<file path="src/rtl/abort_tracker.sv">
module abort_tracker #(
  parameter int SLOTS = 5,
  parameter int QID_W = 4,
  parameter int CID_W = 16,
  localparam int CNT_W = $clog2(SLOTS + 1)
) (
  input  logic             clk,
  input  logic             rst_n,
  input  logic             ctrl_en,
  input  logic             req_valid,
  input  logic [QID_W-1:0] req_qid,
  input  logic [CID_W-1:0] req_cid,
  output logic             req_accept,
  output logic             req_limit,
  input  logic             cmd_valid,
  input  logic [QID_W-1:0] cmd_qid,
  input  logic [CID_W-1:0] cmd_cid,
  output logic             cmd_aborted,
  output logic [CNT_W-1:0] pend_cnt
);

  logic [SLOTS-1:0] live;
  logic [QID_W-1:0] ent_qid [SLOTS];
  logic [CID_W-1:0] ent_cid [SLOTS];
  logic [SLOTS-1:0] hit, hit_pick, free_pick;

  for (genvar g = 0; g < SLOTS; g++) begin : g_cmp
    assign hit[g] = live[g] && cmd_valid && ent_qid[g] == cmd_qid && ent_cid[g] == cmd_cid;
  end

  always_comb begin
    logic hf, ff;
    hf = 1'b0;
    ff = 1'b0;
    hit_pick  = '0;
    free_pick = '0;
    for (int i = 0; i < SLOTS; i++) begin
      if (hit[i] && !hf) begin
        hit_pick[i] = 1'b1;
        hf = 1'b1;
      end
      if (!live[i] && !ff) begin
        free_pick[i] = 1'b1;
        ff = 1'b1;
      end
    end
  end

  assign req_accept  = ctrl_en && req_valid && !(&live);
  assign req_limit   = ctrl_en && req_valid && (&live);
  assign cmd_aborted = ctrl_en && (|hit);
  assign pend_cnt    = CNT_W'($countones(live));

  always_ff @(posedge clk or negedge rst_n) begin
    if (!rst_n) begin
      live <= '0;
      for (int i = 0; i < SLOTS; i++) begin
        ent_qid[i] <= '0;
        ent_cid[i] <= '0;
      end
    end else if (!ctrl_en) begin
      live <= '0;
    end else begin
      for (int i = 0; i < SLOTS; i++) begin
        if (hit_pick[i]) live[i] <= 1'b0;
        if (req_accept && free_pick[i]) begin
          live[i]    <= 1'b1;
          ent_qid[i] <= req_qid;
          ent_cid[i] <= req_cid;
        end
      end
    end
  end

  AST_CNT_BOUND: assert property (@(posedge clk) disable iff (!rst_n)
    pend_cnt <= CNT_W'(SLOTS));
  AST_ACC_LIM_EXCL: assert property (@(posedge clk) disable iff (!rst_n)
    !(req_accept && req_limit));
  AST_LIMIT_FULL: assert property (@(posedge clk) disable iff (!rst_n)
    req_limit |-> pend_cnt == CNT_W'(SLOTS));
  AST_ACCEPT_GROWS: assert property (@(posedge clk) disable iff (!rst_n)
    (req_accept && !cmd_aborted) |=> (!ctrl_en || pend_cnt == $past(pend_cnt) + 1'b1));
  AST_ABORT_FREES: assert property (@(posedge clk) disable iff (!rst_n)
    (cmd_aborted && !req_accept) |=> (!ctrl_en || pend_cnt == $past(pend_cnt) - 1'b1));
  AST_DISABLE_EMPTY: assert property (@(posedge clk) disable iff (!rst_n)
    !ctrl_en |=> pend_cnt == '0);
  AST_DISABLE_QUIET: assert property (@(posedge clk) disable iff (!rst_n)
    !ctrl_en |-> !(req_accept || req_limit || cmd_aborted));

endmodule

</file>
<file path="config.mk">
export PLATFORM = sky130hd
export DESIGN_NAME = abort_tracker
export DESIGN_NICKNAME = d
export VERILOG_FILES = /design/src/rtl/abort_tracker.sv
export SDC_FILE = /design/constraint.sdc
export NUM_CORES = 1
export LEC_CHECK = 0
export BUFFER_PORTS_ARGS = -buffer_cell sky130_fd_sc_hd__buf_2
export CAP_MARGIN = 20
export CORE_MARGIN = 2
export CORE_UTILIZATION = 40
export CTS_BUF_LIST = sky130_fd_sc_hd__clkbuf_4 sky130_fd_sc_hd__clkbuf_8
export DETAILED_ROUTE_END_ITERATION = 10
export PLACE_DENSITY_LB_ADDON = 0.08
export SLEW_MARGIN = 10
export SYNTH_ARGS = -nofsm -noshare
export SYNTH_HDL_FRONTEND = slang
export SYNTH_SLANG_ARGS = --single-unit
</file>
<file path="constraint.sdc">
create_clock -name clk -period 3.1 [get_ports clk]
set_input_delay 0.62 -clock clk [delete_from_list [all_inputs] [get_ports clk]]
set_output_delay 0.62 -clock clk [all_outputs]
set_load 0.01 [all_outputs]
</file>
# Yosys cells after proc, flatten, opt, wreduce, memory -nomap -nowiden
# Index checks and enable logic that the tools add are counted.
# word_totals
ff_bits	105
input_bits	45
output_inout_bits	6
wordCells	112
# op_classes
addsub	4
eq_ne	15
muxes	27
n_reduce_logical	51
# op_table
cell	count
$eq 16x16->1	5
$logic_and 1x1->1	32
$mux 1	26
$eq 4x4->1	5
$ne 3x1->1 const B	5
$logic_not 1->1	12
$reduce_and 2->1	5
$mux 5	1
$reduce_and 5->1	1
$reduce_or 5->1	1
$add 1x1->2	2
$add 2x2->3	1
$add 3x1->3	1

# Depth between registers and ports, before layout
# depth
word_depth	19
mapped_depth	8
depth_no_buf	7

# Least setup slack after synthesis
# OpenSTA, ideal clock, no wires.
# synth_timing
path_kind	input-to-output
from	input cmd_cid[13]
to	output cmd_aborted
t_arrival_ps	2462
required_time_ps	2480
setup_slack_ps	18
path_stages	7
path_buffers	1
cell_sequence	clkbuf_1 -> xor2_1 -> nor4_1 -> nand4_1 -> or4_2 -> nor3b_1 -> a21boi_0
# synth_via
elab_chain_len	4
word_cells_on_any_way	12
classes_between	eq/ne: 5; reduce/logical: 7
# synth_lines
item	line	rtl
from (decl)	17	input logic [CID_W-1:0] cmd_cid,
$eq 16x16->1	28	assign hit[g] = live[g] && cmd_valid && ent_qid[g] == cmd_qid && ent_cid[g] == cmd_cid;
$logic_and 1x1->1	28	
$reduce_or 5->1 (*)	51	assign cmd_aborted = ctrl_en && (|hit);
$logic_and 1x1->1 (*)	51	
to (decl)	18	output logic cmd_aborted,
# Mark *: on every way between the ends. The rest lies on a longest branch, timed or not.

# Worst setup path after layout
# layout_timing
from	input cmd_cid[11]
to	output cmd_aborted
# Same word-level chain as after synthesis.

==> flow_summary.ini <==
[run_status]
status = completed

[timing]
hold_viol_final = 0
fmax_mhz = 328
slew_viol_final = 0
min_period_ps = 3050
post-route-period-util_pct = 98.5
worst_pin_slew_ps = 679
clock_skew_ps = 6.72
setup_violations = 0
final.setup.worst_slack_ps = 47.4
slew_headroom_pct = 54.8
rsz0062_at_grt = yes
tns_ps = 0

[clock_tree]
insertion_delay_ps = 370
cts_tree = yes
clock_sinks = 105
clock-root-buffer = clkbuf_8
cts_setup_buffers = 0
numCtsBuffers = 9
cts.path.max_buffers = 2
clkTransAtPathRegs_ps = 100
htreeDepth = 3

[power]
p_leak_nw = 2.80
combPwrFrac_pct = 21.5
seq_power_share_pct = 52.1
switching_share_pct = 28.6
clkPwrFrac_pct = 26.4
powerDensity_nw_per_um2 = 544
ir_worst_vdd_uv = 227
netSwitchingPower_mw = 0.948
intPower_mw = 2.36

[yosys]
yosysSeqAreaShare_pct = 50.0
syn-cell-area_um2 = 5250
ys_warn_count = 0
synth_edf_count = 0
syn-num-nets = 455
synth_cell_types = 30
syn_area_per_cell_um2 = 13.0
syn_inst = 405
yosys_register_bits = 105
ys.flop_type = dfrtp_1
synthArstFlopShare_pct = 100

[global_routing]
grt_first_pass_wirelength_um = 20000
grt_pass1_vias = 3390
grt_max_degree = 51
track_usage_pct = 19.2
antenna_found_initial = 0
grt_remaining_overflow = 0

[finish]
antenna_cells = 0
area_growth_pct = 15.8
fillCellCount = 1236
nets = 518
final_util_pct = 47.8
drive_gt1_share_pct = 44.4

[floorplanning]
start_util_pct = 41.3
die_y_um = 119
num_rows = 41
design.core.area_um2 = 12700
die-area_um2 = 14100
die_x_um = 119
io_pins = 51

[routing]
post_drt_wl_per_cell_um = 19.7
antenna_left = 0
drt_iter0_drc = 138
drt_wl_total_um = 12700
vias = 3262
drt-pass1-iter-count = 4
via_per_inst = 5.06
drcViolationCount = 0

[setup_path]
worstPathRequired_ps = 2480
worstPathArrival_ps = 2430
worstSetupPathType = primary input to primary output
endpoint_kind = primary output
cp_max_fo = 4
startpoint_type = primary input

[placement]
preCtsSetupSlack_ps = -174
dp_hpwl_um = 9310
port_buffers = 50
gp_congestion = 0.777

[flow_run]
maxCapViolCount = 0

[worst_hold_path]
hold_path.class = primary input to asynchronous set/reset pin
## layer usage
| layer | vias up | wire, um | GRT usage, % |
|---|---|---|---|
| li1 | 1523 | - | - |
| met5 | - | 0 | 0 |
| met3 | 11 | 303 | 2.75 |
| met1 | 1685 | 6170 | 26.8 |
| met2 | 43 | 6070 | 30.6 |
| met4 | 0 | 170 | 6.25 |
## cells in the final DEF (no fill, tap or decap), types with 2 or more instances in the layout
cell type	instances
xor2_1	53
nand3_1	4
nand2b_1	2
nand4_1	17
fa_1	2
ha_1	3
or4_4	2
nand2_1	6
nor4_2	3
clkbuf_8	10
buf_4	32
dfrtp_1	105
clkinvlp_4	2
inv_1	2
clkinv_2	2
buf_12	2
nor4_1	9
mux2_2	100
xnor2_1	46
nor3_1	3
nor3_2	2
buf_2	49
## synth_stat cells (all sizes together) (2+ instances only)
cell type    n  area [um^2]
dfrtp      105         2630
nor4        12         75.1
nor3         5         25.0
nand2b       2         12.5
xor2        54          473
mux2       100         1130
nand2        6         22.5
nor2         2         7.51
nand3        4         20.0
ha           3         37.5
inv          2         7.51
fa           2         40.0
clkbuf      28          135
xnor2       46          403
nor3b        2         15.0
or4          3         23.8
nand4       17          106
buf          3         26.3
## flip-flops by register name, summed over array words and instances, names as in the netlist
| signal | cells |
|---|---|
| ent_cid | 80 |
| ent_qid | 20 |
| live | 5 |
## critical path: stages
cell and delay (ps):
buf_2 120, buf_4 160, xor2_1 160, nor4_2 270
nand4_1 160, or4_1 580, a21boi_1 200, buf_2 160
## final timing paths
check	startpoint	end	slack (ps)	cells past startpoint
worst max-delay path	cmd_cid[11]	cmd_aborted	50	8
worst min-delay path	rst_n	ent_qid[9]$_DFFE_PN0P_	270	1
worst max register to register	ent_cid[9]$_DFFE_PN0P_	live[4]$_DFFE_PN0P_	600	6
worst min register to register	ent_cid[57]$_DFFE_PN0P_	ent_cid[57]$_DFFE_PN0P_	530	1
max in group asynchronous	rst_n	ent_qid[7]$_DFFE_PN0P_	1960	3
min in group clk	req_cid[10]	ent_cid[26]$_DFFE_PN0P_	530	2
## power groups by stage
stage | logic (mW) | registers [mW] | clock network (mW)
floorplan | 0.457 | 1.72 | 0
global placement | 0.705 | 1.74 | 0
detailed placement | 0.712 | 1.75 | 0
CTS | 0.723 | 1.72 | 0.909
global route | 0.777 | 1.75 | 0.962
finish | 0.712 | 1.72 | 0.874
## metrics by stage
step | instance area [um^2] | cells | power (mW) | hold WS [ps]
final | 6080 | 645 | 3.31 | 273
after floorplan | 5250 | 405 | 2.18 | 324
after CTS | 6070 | 645 | 3.36 | 279
after global placement | 5840 | 629 | 2.45 | 507
after global routing | 6080 | 645 | 3.49 | 311
after detailed placement | 5840 | 629 | 2.47 | 514
## cell families after synthesis
family	count (synthesis)	share of synthesized area (%)
DFF	105	50.0
AOI/OAI and AO/OA	6	0.834
and+or+nand+nor	56	6.29
xor gates and xnor gates	100	16.7
buffers and inverters	33	3.22
muxes	100	21.4
adders and majority gates	5	1.48
## repair_timing
| action | in CTS | in global routing |
|---|---|---|
| setup endpoints to repair | 1 | 1 |
| hold buffers | 0 | 0 |
| gates resized for setup | 6 | 2 |
| pin swaps | 4 | 0 |
## cell type report
type                       instances  area [um^2]  area share [%]
clock inverter                     5         55.1           0.906
timing repair buffer              83          526            8.64
clock buffer                      11          145            2.39
multi-input combinational        267         2500            41.2
sequential                       105         2630            43.2
inverter                           2         7.51           0.123
tap                              172          215            3.54
No activity file was read; power rests on OpenSTA's default activity.
